==> config.mk <==
export PLATFORM = sky130hd
export DESIGN_NAME = gpib_cic_seq
export DESIGN_NICKNAME = d
export VERILOG_FILES = /design/src/rtl/gpib_cic_pkg.sv /design/src/rtl/gpib_cic_rstsync.sv /design/src/rtl/gpib_cic_ctl.sv /design/src/rtl/gpib_cic_out.sv /design/src/rtl/gpib_cic_isr.sv /design/src/rtl/gpib_cic_seq.sv
export SDC_FILE = /design/constraint.sdc
export NUM_CORES = 1
export LEC_CHECK = 0
export ABC_AREA = 1
export BUFFER_PORTS_ARGS = -buffer_cell sky130_fd_sc_hd__buf_4
export CORE_MARGIN = 2
export CORE_UTILIZATION = 51
export CTS_CLUSTER_DIAMETER = 60
export DETAILED_ROUTE_END_ITERATION = 16
export MAX_ROUTING_LAYER = met4
export PLACE_DENSITY = 0.83
export SLEW_MARGIN = 40
export SYNTH_ARGS = -nofsm -noshare
export SYNTH_HDL_FRONTEND = slang
export SYNTH_HIERARCHICAL = 1
export SYNTH_SLANG_ARGS = --single-unit
export TNS_END_PERCENT = 50
==> constraint.sdc <==
create_clock -name clk -period 2.5 [get_ports clk]
set_clock_uncertainty 0.1 [all_clocks]
set_input_delay 0.75 -clock clk [delete_from_list [all_inputs] [get_ports clk]]
set_output_delay 0.75 -clock clk [all_outputs]
set_load 0.02 [all_outputs]
==> src/rtl/gpib_cic_pkg.sv <==
package gpib_cic_pkg;

  localparam int BYTE_W = 8;
  localparam int ADDR_W = 5;

  typedef enum logic [1:0] {
    CS_IDLE    = 2'd0,
    CS_ACTIVE  = 2'd1,
    CS_STANDBY = 2'd2
  } cic_state_t;

  // auxiliary command codes
  localparam logic [BYTE_W-1:0] AUX_CLR_POR = 8'h00;
  localparam logic [BYTE_W-1:0] AUX_IFC_ON  = 8'h1E;
  localparam logic [BYTE_W-1:0] AUX_IFC_OFF = 8'h16;
  localparam logic [BYTE_W-1:0] AUX_GTS     = 8'h10;
  localparam logic [BYTE_W-1:0] AUX_TCA     = 8'h11;

  // command byte groups (top three bits) and unlisten
  localparam logic [2:0] GRP_TALK   = 3'b010;
  localparam logic [2:0] GRP_LISTEN = 3'b001;
  localparam logic [BYTE_W-1:0] CMD_UNLISTEN = 8'h3F;

  // status register bit positions
  localparam int ST_CO     = 0;
  localparam int ST_DO     = 1;
  localparam int ST_ERR    = 2;
  localparam int ST_CO_EV  = 3;
  localparam int ST_DO_EV  = 4;
  localparam int ST_TALK   = 5;
  localparam int ST_LISTEN = 6;
  localparam int ST_CIC    = 7;

endpackage

==> src/rtl/gpib_cic_rstsync.sv <==
module gpib_cic_rstsync #(
  parameter int STAGES = 2
) (
  input  logic clk,
  input  logic rst_n,
  output logic rst_n_sync
);

  logic [STAGES-1:0] chain_q;

  always_ff @(posedge clk or negedge rst_n) begin
    if (!rst_n) chain_q <= '0;
    else        chain_q <= {chain_q[STAGES-2:0], 1'b1};
  end

  assign rst_n_sync = chain_q[STAGES-1];

endmodule

==> src/rtl/gpib_cic_ctl.sv <==
module gpib_cic_ctl
  import gpib_cic_pkg::*;
#(
  parameter int DW = BYTE_W
) (
  input  logic          clk,
  input  logic          rst_n,
  input  logic          aux_wr,
  input  logic [DW-1:0] aux_code,
  input  logic          pend,
  output logic          por,
  output cic_state_t    state,
  output logic          ifc_o,
  output logic          atn_o,
  output logic          ifc_hit
);

  logic       por_q, por_d;
  cic_state_t st_q, st_d;
  logic       ifc_q, ifc_d;
  logic       en;

  // next state
  always_comb begin
    por_d   = por_q;
    st_d    = st_q;
    ifc_d   = ifc_q;
    ifc_hit = 1'b0;
    if (aux_wr) begin
      if (por_q) begin
        if (aux_code == AUX_CLR_POR) por_d = 1'b0;
      end else begin
        unique case (aux_code)
          AUX_IFC_ON: begin
            ifc_d   = 1'b1;
            st_d    = CS_ACTIVE;
            ifc_hit = 1'b1;
          end
          AUX_IFC_OFF: ifc_d = 1'b0;
          AUX_GTS: if (st_q == CS_ACTIVE && !pend) st_d = CS_STANDBY;
          AUX_TCA: if (st_q == CS_STANDBY && !pend) st_d = CS_ACTIVE;
          default: ;
        endcase
      end
    end
  end

  assign en = aux_wr;

  // registers
  always_ff @(posedge clk or negedge rst_n) begin
    if (!rst_n) begin
      por_q <= 1'b1;
      st_q  <= CS_IDLE;
      ifc_q <= 1'b0;
    end else if (en) begin
      por_q <= por_d;
      st_q  <= st_d;
      ifc_q <= ifc_d;
    end
  end

  assign por   = por_q;
  assign state = st_q;
  assign ifc_o = ifc_q;
  assign atn_o = (st_q == CS_ACTIVE);

  // standby request never lifts a unit that was never in charge
  a_r5_gts_idle: assert property (@(posedge clk) disable iff (!rst_n)
    (aux_wr && aux_code == AUX_GTS && st_q == CS_IDLE) |=> (st_q == CS_IDLE));

  // IFC command gives IFC and ATN
  a_r3_ifc_cic: assert property (@(posedge clk) disable iff (!rst_n)
    (aux_wr && !por_q && aux_code == AUX_IFC_ON) |=> (ifc_o && atn_o));

  // hold keeps the unit idle until the release code
  a_r2_hold_idle: assert property (@(posedge clk) disable iff (!rst_n)
    (por_q && !(aux_wr && aux_code == AUX_CLR_POR)) |=> (por_q && st_q == CS_IDLE && !ifc_q));

  // take-control leaves an active unit active
  a_r6_tca_active: assert property (@(posedge clk) disable iff (!rst_n)
    (aux_wr && aux_code == AUX_TCA && st_q == CS_ACTIVE) |=> atn_o);

endmodule

==> src/rtl/gpib_cic_out.sv <==
module gpib_cic_out
  import gpib_cic_pkg::*;
#(
  parameter int DW = BYTE_W,
  parameter int AW = ADDR_W
) (
  input  logic          clk,
  input  logic          rst_n,
  input  logic          out_wr,
  input  logic [DW-1:0] out_data,
  input  logic [AW-1:0] own_addr,
  input  logic          por,
  input  logic          atn,
  input  logic          ifc_hit,
  input  logic          bus_accept,
  output logic          bus_valid,
  output logic [DW-1:0] bus_byte,
  output logic          bus_cmd,
  output logic          talker,
  output logic          listener,
  output logic          co_rdy,
  output logic          do_rdy,
  output logic          wr_err
);

  localparam int GRP_LSB = AW;

  logic          busy_q, busy_d;
  logic [DW-1:0] byte_q;
  logic          cmd_q;
  logic          talk_q, talk_d;
  logic          lis_q, lis_d;
  logic          ok_cmd, ok_dat, load;
  logic [2:0]    grp;
  logic [AW-1:0] addr_f;

  assign co_rdy = !por && atn && !busy_q;
  assign do_rdy = !por && !atn && talk_q && !busy_q;
  assign ok_cmd = out_wr && co_rdy;
  assign ok_dat = out_wr && do_rdy;
  assign load   = (ok_cmd || ok_dat) && !ifc_hit;
  assign wr_err = out_wr && !por && !co_rdy && !do_rdy;
  assign grp    = out_data[GRP_LSB +: 3];
  assign addr_f = out_data[AW-1:0];

  // next state
  always_comb begin
    busy_d = busy_q;
    talk_d = talk_q;
    lis_d  = lis_q;
    if (ifc_hit) begin
      busy_d = 1'b0;
      talk_d = 1'b0;
      lis_d  = 1'b0;
    end else begin
      if (load)                       busy_d = 1'b1;
      else if (busy_q && bus_accept)  busy_d = 1'b0;
      if (ok_cmd) begin
        if (grp == GRP_TALK) talk_d = (addr_f == own_addr);
        if (out_data == CMD_UNLISTEN) lis_d = 1'b0;
        else if (grp == GRP_LISTEN && addr_f == own_addr) lis_d = 1'b1;
      end
    end
  end

  // registers
  always_ff @(posedge clk or negedge rst_n) begin
    if (!rst_n) begin
      busy_q <= 1'b0;
      talk_q <= 1'b0;
      lis_q  <= 1'b0;
    end else begin
      busy_q <= busy_d;
      talk_q <= talk_d;
      lis_q  <= lis_d;
    end
  end

  always_ff @(posedge clk or negedge rst_n) begin
    if (!rst_n) begin
      byte_q <= '0;
      cmd_q  <= 1'b0;
    end else if (load) begin
      byte_q <= out_data;
      cmd_q  <= ok_cmd;
    end
  end

  assign bus_valid = busy_q;
  assign bus_byte  = byte_q;
  assign bus_cmd   = cmd_q;
  assign talker    = talk_q;
  assign listener  = lis_q;

  // presented byte holds until accepted
  a_r7_hold: assert property (@(posedge clk) disable iff (!rst_n)
    (bus_valid && !bus_accept && !ifc_hit) |=> (bus_valid && $stable(bus_byte)));

  // command-ready and data-ready never together
  a_r8_excl: assert property (@(posedge clk) disable iff (!rst_n)
    1'b1 |-> !(co_rdy && do_rdy));

  // refused write presents nothing
  a_r11_refuse: assert property (@(posedge clk) disable iff (!rst_n)
    (wr_err && !bus_valid) |=> !bus_valid);

  // accepted write is presented next cycle
  a_r7_present: assert property (@(posedge clk) disable iff (!rst_n)
    (load) |=> (bus_valid && bus_byte == $past(out_data)));

endmodule

==> src/rtl/gpib_cic_isr.sv <==
module gpib_cic_isr
  import gpib_cic_pkg::*;
#(
  parameter int DW = BYTE_W
) (
  input  logic          clk,
  input  logic          rst_n,
  input  logic          rd,
  input  logic          co_rdy,
  input  logic          do_rdy,
  input  logic          err_set,
  input  logic          talker,
  input  logic          listener,
  input  logic          cic,
  output logic [DW-1:0] status
);

  logic err_q, err_d;
  logic cor_q, cor_d;
  logic dor_q, dor_d;
  logic co_prev_q, do_prev_q;
  logic co_rise, do_rise;

  assign co_rise = co_rdy && !co_prev_q;
  assign do_rise = do_rdy && !do_prev_q;

  // next state: read clears, a new event wins
  always_comb begin
    err_d = (rd ? 1'b0 : err_q) | err_set;
    cor_d = (rd ? 1'b0 : cor_q) | co_rise;
    dor_d = (rd ? 1'b0 : dor_q) | do_rise;
  end

  always_ff @(posedge clk or negedge rst_n) begin
    if (!rst_n) begin
      err_q     <= 1'b0;
      cor_q     <= 1'b0;
      dor_q     <= 1'b0;
      co_prev_q <= 1'b0;
      do_prev_q <= 1'b0;
    end else begin
      err_q     <= err_d;
      cor_q     <= cor_d;
      dor_q     <= dor_d;
      co_prev_q <= co_rdy;
      do_prev_q <= do_rdy;
    end
  end

  always_comb begin
    status             = '0;
    status[ST_CO]      = co_rdy;
    status[ST_DO]      = do_rdy;
    status[ST_ERR]     = err_q;
    status[ST_CO_EV]   = cor_q;
    status[ST_DO_EV]   = dor_q;
    status[ST_TALK]    = talker;
    status[ST_LISTEN]  = listener;
    status[ST_CIC]     = cic;
  end

  // read without a new error clears the error flag
  a_r12_clear: assert property (@(posedge clk) disable iff (!rst_n)
    (rd && !err_set) |=> !err_q);

  // a rise of command-ready is latched
  a_r13_co_ev: assert property (@(posedge clk) disable iff (!rst_n)
    (co_rdy && !co_prev_q) |=> cor_q);

  // refused write raises the error flag
  a_r11_err: assert property (@(posedge clk) disable iff (!rst_n)
    err_set |=> err_q);

endmodule

==> src/rtl/gpib_cic_seq.sv <==
module gpib_cic_seq
  import gpib_cic_pkg::*;
#(
  parameter int DW = BYTE_W,
  parameter int AW = ADDR_W,
  parameter int SYNC_STAGES = 2
) (
  input  logic          clk,
  input  logic          rst_n,
  input  logic [AW-1:0] own_addr,
  input  logic          aux_wr,
  input  logic          out_wr,
  input  logic [DW-1:0] cpu_wdata,
  input  logic          stat_rd,
  output logic [DW-1:0] stat_rdata,
  output logic          atn,
  output logic          ifc,
  output logic [DW-1:0] bus_byte,
  output logic          bus_valid,
  output logic          bus_cmd,
  input  logic          bus_accept
);

  logic       rst_i;
  logic       por;
  cic_state_t state;
  logic       ifc_hit;
  logic       talker, listener, co_rdy, do_rdy, wr_err;

  gpib_cic_rstsync #(.STAGES(SYNC_STAGES)) u_rst (
    .clk        (clk),
    .rst_n      (rst_n),
    .rst_n_sync (rst_i)
  );

  gpib_cic_ctl #(.DW(DW)) u_ctl (
    .clk      (clk),
    .rst_n    (rst_i),
    .aux_wr   (aux_wr),
    .aux_code (cpu_wdata),
    .pend     (bus_valid),
    .por      (por),
    .state    (state),
    .ifc_o    (ifc),
    .atn_o    (atn),
    .ifc_hit  (ifc_hit)
  );

  gpib_cic_out #(.DW(DW), .AW(AW)) u_out (
    .clk        (clk),
    .rst_n      (rst_i),
    .out_wr     (out_wr),
    .out_data   (cpu_wdata),
    .own_addr   (own_addr),
    .por        (por),
    .atn        (atn),
    .ifc_hit    (ifc_hit),
    .bus_accept (bus_accept),
    .bus_valid  (bus_valid),
    .bus_byte   (bus_byte),
    .bus_cmd    (bus_cmd),
    .talker     (talker),
    .listener   (listener),
    .co_rdy     (co_rdy),
    .do_rdy     (do_rdy),
    .wr_err     (wr_err)
  );

  gpib_cic_isr #(.DW(DW)) u_isr (
    .clk      (clk),
    .rst_n    (rst_i),
    .rd       (stat_rd),
    .co_rdy   (co_rdy),
    .do_rdy   (do_rdy),
    .err_set  (wr_err),
    .talker   (talker),
    .listener (listener),
    .cic      (state != CS_IDLE),
    .status   (stat_rdata)
  );

  // out of reset nothing is driven
  a_r1_quiet: assert property (@(posedge clk) disable iff (!rst_i)
    $rose(rst_i) |-> (!atn && !ifc && !bus_valid));

endmodule

==> metrics, run 1 <==
nature of the critical path startpoint flip-flop; CTS root buf clkbuf_4; Critical Path Sink Type output pin; sequential fraction of the synthesis area 44.2%; setup_tns 0 ns; setup violators final 0; Power per Cell Area 411 mW/mm^2; CTS Hold Buffers Added 0; ant diodes 0; total track usage 22.3%; number of flops mapped to enable cells by yosys 0; top_reg_cell synth dfrtp_1; #FFs+latches synth 23; DR vias/cell 4.91; Data required, critical path 1.65 ns; setup bufs post-CTS 0; IO buf count 38; # resized after CTS 0; slowest stage delay, CP 0.43 ns; core area 0.00245 sq mm; CTS clk-pin slew, worst paths 0.13 ns; RSZ-0062 raised after global routing false; Chip Width 54.6 um; Fin Hold WS 0.0944 ns; count of unresolved DRC violations after routing 0; Avg WL per Cell 12.0 um; fin crit share 87.6%; CTS Buffer Depth 2; CTS tree built; dpl ws 0.299 ns; total die area 0.00298 sq mm; Skew-Pair Late Insertion Delay 0.30 ns; Data arrival, critical path 1.34 ns; Starting DRT DRC Count 39; dpl cells 228; Final Critical Period 2.19 ns; Ys Warns 6; ANT nets after route 0; Initial Util 53.2%; # rows 18; global-route wire length before repair 4620 um; Mapped Nets 188; share of cells above drive strength 1 32.2%; library cells used by synthesis 27; DIE HEIGHT 54.6 um; worst-path fanout max 4; slowest library cell on the worst path dfrtp_1; final hold violation count 0; Layout area overhead 21.5%; Detailed Route WL 2790 um; Mapped Area 0.00131 sq mm; Async SR Flop Fraction 100%; drt pass-1 iters 4; DP HPWL 2240 um; Avg Inst Size Synth 7.73 sq um; total CTS buffers 3; non-filler instance count after layout 232; final worst slack 0.310 ns; total grt overflow 0; largest net degree at the start of global routing 22; Synth area leaders dfrtp_1 42%, nand2_1 15%, inv_1 8.9%; cell taking the most area after synthesis dfrtp_1; area share of the largest cell type after synthesis 42.1%; critical-path cell list nor2_2, nand3_2, inv_1, buf_4; # clock sinks 23; I/O pin count 39; Power Total 0.652 mW; # fillers 231; initial antenna violation count 0; Nets 222; Syn Inst Count 169; Setup CP Type reg -> out; Worst Hold Class in -> async; vias 1138; run status complete, no violations; max-cap viol count 0; htree depth 1; number of global-route vias before repair 1098; leakage 0.925 nW; highest ir drop seen on vdd 0.309 mV; pins over their slew limit 0; GP Congestion 0.854; Max Freq 0.457 GHz
==> per-stage QoR <==
step / utilization, % / area (sq um)
2_1_floorplan: - / 1310
3_3_place_gp: 63.5 / 1560
3_5_place_dp: 63.5 / 1560
4_1_cts: 64.6 / 1590
5_1_grt: 64.6 / 1590
6_report: 64.6 / 1590
==> worst max-delay path, delay by kind of cell (launching register included) <==
family | cells | cell delay (ns)
AND/OR/NAND/NOR | 2 | 0.34
flip-flops | 1 | 0.43
buffers and inverters | 2 | 0.26
==> cells by family after synthesis <==
group	count (synthesis)	share of synthesized area (%)
AOI/OAI and AO/OA	12	6.90
xor gates and xnor gates	3	2.01
buffers and inverters	43	15.2
DFF	23	44.2
other	1	0.287
and+or+nand+nor	87	31.4
==> metal layers <==
metal | part of all wire (%) | global-route usage, %
met5 | 0 | -
met4 | 0.50 | 6.25
met3 | 4.3 | 3.28
met2 | 53 | 40.3
met1 | 43 | 25.2
==> sequential cells by signal, summed over array words and instances (netlist names) <==
signal,cells
u_isr/err_q,1
u_out/talker,1
u_out/bus_valid,1
u_ctl/por,1
u_isr/do_prev_q,1
u_out/bus_byte,8
u_ctl/state,2
u_out/bus_cmd,1
u_isr/cor_q,1
u_isr/co_prev_q,1
u_out/listener,1
u_ctl/ifc_o,1
u_rst/chain_q,2
u_isr/dor_q,1
==> layout make-up <==
class	instances	area (sq um)	area share [%]
multi-input combinational	103	531	33.4
clock buffer	3	22.5	1.42
sequential	23	578	36.4
clock inverter	1	5.00	0.315
timing repair buffer	38	285	18.0
inverter	34	128	8.04
tap	30	37.5	2.37
==> final timing paths <==
check,from,end,slack [ns],depth (start not counted)
max,u_ctl/state[1]$_DFFE_PN0P_,stat_rdata[0],0.31,4
min,rst_n,u_rst/chain_q[1]$_DFF_PN0_,0.09,1
max reg2reg,u_ctl/por$_DFFE_PN1P_,u_out/bus_byte[5]$_DFFE_PN0P_,0.88,8
min reg2reg,u_rst/chain_q[1]$_DFF_PN0_,u_out/listener$_DFFE_PN0P_,0.13,0
max in group asynchronous,u_rst/chain_q[1]$_DFF_PN0_,u_ctl/por$_DFFE_PN1P_,1.82,0
min in group clk,u_rst/chain_q[0]$_DFF_PN0_,u_rst/chain_q[1]$_DFF_PN0_,0.27,0
==> synthesized netlist by cell type, types with 2 or more instances <==
| library cell | n |
|---|---|
| inv_2 | 3 |
| nand4_1 | 2 |
| nor3_1 | 5 |
| nand3_2 | 3 |
| nor2_2 | 2 |
| nor2_1 | 10 |
| nand2_1 | 52 |
| dfrtp_1 | 22 |
| nand2_2 | 4 |
| inv_1 | 31 |
| o21ai_2 | 5 |
| xnor2_1 | 3 |
| buf_4 | 8 |
| a21oi_1 | 2 |
| nand3_1 | 5 |
==> layout by cell type (no fill, tap or decap) <==
cell,instances
nand2_1,52
inv_1,31
clkinv_2,1
buf_4,38
nor3_1,5
nor2_2,2
o31ai_1,1
dfrtp_2,1
nand3_1,5
nand3_2,3
nand2_2,4
nor4_1,1
nor2_4,1
o21ai_2,5
o21ai_0,1
nor2_1,10
conb_1,1
nand3_4,1
xnor2_1,3
dfstp_2,1
a2bb2oi_1,1
inv_2,3
a21oi_1,2
nand4_2,1
nand4_1,2
clkbuf_4,3
dfrtp_1,21
a31oi_1,1
a21oi_2,1
==> power by group <==
part           leakage [nW]  internal (mW)  switching, mW
combinational         0.603         0.0404         0.0502
sequential            0.304          0.381         0.0106
clock                0.0177         0.0597          0.111
No activity file was read; power rests on OpenSTA's default activity.
==> run 2, diff against run 1 <==
--- a/config.mk
+++ b/config.mk
@@ -8,11 +8,11 @@
 export ABC_AREA = 1
 export BUFFER_PORTS_ARGS = -buffer_cell sky130_fd_sc_hd__buf_4
 export CORE_MARGIN = 2
-export CORE_UTILIZATION = 51
+export CORE_UTILIZATION = 54
 export CTS_CLUSTER_DIAMETER = 60
 export DETAILED_ROUTE_END_ITERATION = 16
 export MAX_ROUTING_LAYER = met4
-export PLACE_DENSITY = 0.83
+export PLACE_DENSITY = 0.87
 export SLEW_MARGIN = 40
 export SYNTH_ARGS = -nofsm -noshare
 export SYNTH_HDL_FRONTEND = slang
==> run 2 against run 1 <==
Compared with the run above:
- non-clock buffer count did not move
- cell count down 0.86%
- fmax shrank 1.9%
- global-route usage increased by 2.0 points
- clock power barely moved
- power hardly changed
- sequential power about the same
- die area down 5.2%
- highest routed layer unchanged
- register-to-register slack got worse by 0.05 ns
- sequential share of layout area grew 0.086 points
- largest power group unchanged
- design area shrank 0.24%
==> metrics, run 2 (synthesized netlist as in run 1, its figures left out) <==
run status complete, no violations; max-cap viol count 0 (unchanged); total die area 0.00283 sq mm (-5.2%); initial antenna violation count 0 (unchanged); CTS tree built; RSZ-0062 raised after global routing false; # clock sinks 23 (unchanged); DR vias/cell 5.14 (+4.8%); Initial Util 57.9% (+4.7 points); largest net degree at the start of global routing 22 (unchanged); vias 1182 (+3.9%); Reg area 578 sq um (unchanged); Nets 222 (unchanged); Power per Cell Area 412 mW/mm^2 (+0.17%); CTS Buffer Depth 2 (unchanged); global-route wire length before repair 4820 um (+4.5%); Final Critical Period 2.23 ns (+0.0423 ns); critical-path cell list nor2_2, nand3_2, inv_1, buf_4; commonest non-fill, non-tap cell in the layout nand2_1; CTS clk-pin slew, worst paths 0.12 ns (about the same); pins over their slew limit 0 (unchanged); ANT nets after route 0 (unchanged); leakage 0.922 nW (-0.29%); Max Freq 0.448 GHz (-1.9%); highest ir drop seen on vdd 0.333 mV (+7.8%); # fillers 182 (-21%); Worst Hold Class in -> async; DP HPWL 2240 um (about the same); slowest stage delay, CP 0.43 ns (about the same); Setup CP Type reg -> out; total grt overflow 0 (unchanged); Avg WL per Cell 12.3 um (+2.1%); # resized after CTS 0 (unchanged); Fin Hold WS 0.0921 ns (-0.00225 ns); fin crit share 89.3% (+1.7 points); Skew-Pair Late Insertion Delay 0.31 ns (about the same); Data arrival, critical path 1.38 ns (+0.04 ns); nature of the critical path startpoint flip-flop; Largest register FFs 8 (unchanged); drt pass-1 iters 4 (unchanged); CTS root buf clkbuf_4; DIE HEIGHT 53.2 um (-2.6%); Starting DRT DRC Count 51 (+31%); slowest library cell on the worst path dfrtp_1; Chip Width 53.2 um (-2.6%); setup bufs post-CTS 0 (unchanged); # rows 17 (-1); count of unresolved DRC violations after routing 0 (unchanged); worst-path fanout max 4 (unchanged); R2R Path End u_out/bus_byte[2]$_DFFE_PN0P_; Data required, critical path 1.65 ns (about the same); dpl cells 226 (-0.88%); core area 0.00225 sq mm (-8.2%); R2R cell count 8 (unchanged); ant diodes 0 (unchanged); setup violators final 0 (unchanged); Critical Path Sink Type output pin; setup_tns 0 ns (unchanged); final hold violation count 0 (unchanged); CTS Hold Buffers Added 0 (unchanged); Multi-input gate area 531 sq um (unchanged); total CTS buffers 3 (unchanged); worst r2r src u_ctl/por$_DFFE_PN1P_; total track usage 24.2% (+2.0 points); reg2reg setup slack 0.83 ns (-0.05 ns); number of global-route vias before repair 1172 (+6.7%); Layout area overhead 21.2%; IO buf count 38 (unchanged); final core utilization 70.2% (+5.6 points); GP Congestion 0.826 (-3.2%); most frequent cells in the layout 52 x nand2_1, 38 x buf_4, 31 x inv_1; non-filler instance count after layout 230 (-0.86%); htree depth 1 (unchanged); Detailed Route WL 2820 um (+1.3%); share of cells above drive strength 1 31.7% (-0.50 points); I/O pin count 39 (unchanged)
-- run 2: per-layer routing --
metal	vias to the layer above	track usage, %	routed length [um]
li1	572	-	-
met1	545	27.1	1080
met2	59	42.9	1530
met3	6	1.98	172
met4	0	12.8	43
met5	-	-	0
-- run 2: report_power, final --
part	total [mW]	leakage [nW]	switching [mW]	internal (mW)
sequential	0.391	0.304	0.0107	0.381
clock	0.170	0.0150	0.108	0.0624
combinational	0.0906	0.603	0.0503	0.0403
-- run 2: final cells by class --
type | instances | share of cell area, %
Timing Repair Buffer | 38 | 18.0
Tap cell | 28 | 2.21
Sequential cell | 23 | 36.5
Clock buffer | 4 | 1.66
Inverter | 34 | 8.06
Multi-Input combinational cell | 103 | 33.5
-- run 2: worst max-delay path by stage --
stage | start | end | slack (ns)
floorplan | u_ctl/state[1]$_DFFE_PN0P_ | stat_rdata[1] | 0.56
global placement | cpu_wdata[5] | u_out/bus_byte[5]$_DFFE_PN0P_ | 0.41
detailed placement | cpu_wdata[5] | u_out/bus_byte[5]$_DFFE_PN0P_ | 0.29
CTS | u_ctl/state[1]$_DFFE_PN0P_ | stat_rdata[0] | 0.24
global route | u_ctl/state[1]$_DFFE_PN0P_ | stat_rdata[0] | 0.16
finish | u_ctl/state[1]$_DFFE_PN0P_ | stat_rdata[0] | 0.27
-- run 2: worst max-delay path: cells and delay by family (launching register included) --
family | cells | cell delay, ns
flip-flops | 1 | 0.43
buffers and inverters | 2 | 0.27
AND/OR/NAND/NOR | 2 | 0.37
-- run 2: per-stage QoR --
step / power, mW / setup slack [ns] / area (sq um)
final: 0.652 / 0.268 / 1580
after global routing: 0.689 / 0.161 / 1580
after CTS: 0.660 / 0.245 / 1580
after detailed placement: 0.489 / 0.294 / 1560
after global placement: 0.484 / 0.406 / 1560
after floorplan: 0.442 / 0.562 / 1310
==> run 3, diff against run 2 <==
--- a/config.mk
+++ b/config.mk
@@ -6,13 +6,14 @@
 export NUM_CORES = 1
 export LEC_CHECK = 0
 export ABC_AREA = 1
-export BUFFER_PORTS_ARGS = -buffer_cell sky130_fd_sc_hd__buf_4
+export CORE_ASPECT_RATIO = 0.5
 export CORE_MARGIN = 2
-export CORE_UTILIZATION = 54
+export CORE_UTILIZATION = 45
 export CTS_CLUSTER_DIAMETER = 60
 export DETAILED_ROUTE_END_ITERATION = 16
+export DONT_BUFFER_PORTS = 1
 export MAX_ROUTING_LAYER = met4
-export PLACE_DENSITY = 0.87
+export PLACE_DENSITY = 0.64
 export SLEW_MARGIN = 40
 export SYNTH_ARGS = -nofsm -noshare
 export SYNTH_HDL_FRONTEND = slang
==> run 3 against run 2 <==
Compared with the run above:
- design area is 16% lower
- sequential share of layout area is 7.0 points higher
- first-iteration DRC count is 2.0% lower
==> metrics, run 3 (synthesized netlist as in run 1, its figures left out) <==
ant diodes 0 (unchanged); # rows 13 (-4); WL met1 1220 um (+13%); # resized after CTS 0 (unchanged); total CTS buffers 3 (unchanged); final core utilization 49.8% (-20 points); largest net degree at the start of global routing 22 (unchanged); Fin Hold WS 0.0664 ns (-0.0257 ns); drt pass-1 iters 4 (unchanged); Largest register FFs 8 (unchanged); setup bufs post-CTS 0 (unchanged); fin crit share 91.5% (+2.2 points); DIE HEIGHT 42.1 um (-21%); Data arrival, critical path 1.44 ns (+0.06 ns); Placement Cell Area 0.00128 sq mm (-18%); Max Freq 0.437 GHz (-2.4%); routed wl met2 1090 um (-29%); Worst Hold Class in -> async; CTS tree built; CTS root buf clkbuf_8; vias 961 (-19%); global-route wire length before repair 4350 um (-9.7%); number of global-route vias before repair 931 (-21%); # fillers 281 (+54%); Chip Width 80.2 um (+51%); IO buf count 0 (-100%); max-cap viol count 0 (unchanged); nature of the critical path startpoint flip-flop; Data required, critical path 1.65 ns (about the same); total track usage 17.5% (-6.8 points); Top Layer Used met4; final hold violation count 0 (unchanged); worst r2r src u_ctl/state[1]$_DFFE_PN0P_; share of cells above drive strength 1 16.5% (-15 points); count of unresolved DRC violations after routing 0 (unchanged); CTS Buffer Depth 2 (unchanged); worst-path fanout max 4 (unchanged); total grt overflow 0 (unchanged); initial antenna violation count 0 (unchanged); Nets 184 (-17%); Starting DRT DRC Count 50 (-2.0%); leakage 0.739 nW (-20%); Critical path origin u_ctl/state[1]$_DFFE_PN0P_; CTS Hold Buffers Added 0 (unchanged); Final Critical Period 2.29 ns (+0.0546 ns); Met3 Routed Length 210 um (+22%); Critical Path Sink Type output pin; total die area 0.00338 sq mm (+19%); RSZ-0062 raised after global routing false; DP HPWL 2020 um (-10%); pins over their slew limit 0 (unchanged); most frequent cells in the layout 52 x nand2_1, 31 x inv_1, 21 x dfrtp_1; GP Congestion 0.771 (-6.7%); Detailed Route WL 2550 um (-9.8%); setup violators final 0 (unchanged); core area 0.00267 sq mm (+18%); ANT nets after route 0 (unchanged); DR vias/cell 4.78 (-7.0%); setup_tns 0 ns (unchanged); htree depth 1 (unchanged); run status complete, no violations; Final Cell Area 0.00133 sq mm (-16%); Layout area overhead 1.72%; CTS clk-pin slew, worst paths 0.08 ns (-0.04 ns); Avg WL per Cell 12.7 um (+3.2%); Skew-Pair Late Insertion Delay 0.27 ns (-0.04 ns); commonest non-fill, non-tap cell in the layout nand2_1; highest ir drop seen on vdd 0.258 mV (-23%); Initial Util 49.0% (-9.0 points); I/O pin count 39 (unchanged); Power per Cell Area 509 mW/mm^2 (+24%); Setup CP Type reg -> out; # clock sinks 23 (unchanged)
[run 3: through the flow]
| step | setup WS (ns) | std cells | power, mW |
|---|---|---|---|
| floorplan | 0.562 | 169 | 0.442 |
| global placement | 0.511 | 197 | 0.448 |
| detailed placement | 0.423 | 197 | 0.449 |
| CTS | 0.202 | 201 | 0.683 |
| global route | 0.110 | 201 | 0.708 |
| finish | 0.213 | 201 | 0.677 |
[run 3: area by class of cell]
cell class              instances  area (sq um)  area share [%]
clock buffers                   3          41.3            3.11
multi-input cells             103           531            39.9
inverters                      34           128            9.60
well taps                      37          46.3            3.48
flip-flops and latches         23           578            43.5
clock inverters                 1          5.00           0.377
[run 3: layer usage]
metal	up-vias	global-route usage (%)
li1	493	-
met1	440	21.8
met2	24	26.5
met3	4	6.47
met4	0	5.42
met5	-	-
[run 3: path summary, 6_finish.rpt]
path                       cells after the start                             to  slack [ns]
min reg2reg                                    0        u_ctl/ifc_o$_DFFE_PN0P_        0.12
min                                            0     u_rst/chain_q[1]$_DFF_PN0_        0.07
max                                            3                  stat_rdata[0]        0.21
max reg2reg                                    7  u_out/bus_byte[4]$_DFFE_PN0P_        0.81
max in group asynchronous                      0          u_ctl/por$_DFFE_PN1P_        1.83
min in group clk                               0     u_rst/chain_q[1]$_DFF_PN0_        0.26
[run 3: power by group]
| part | leakage, nW | switching [mW] | internal [mW] |
|---|---|---|---|
| registers | 0.304 | 0.0167 | 0.380 |
| logic | 0.410 | 0.0274 | 0.0166 |
| clock network | 0.0255 | 0.124 | 0.111 |
[run 3: critical path, stage by stage (launching register included)]
cell and delay [ns]:
dfrtp_1 0.42, nor2_2 0.34, nand3_2 0.18, inv_1 0.23
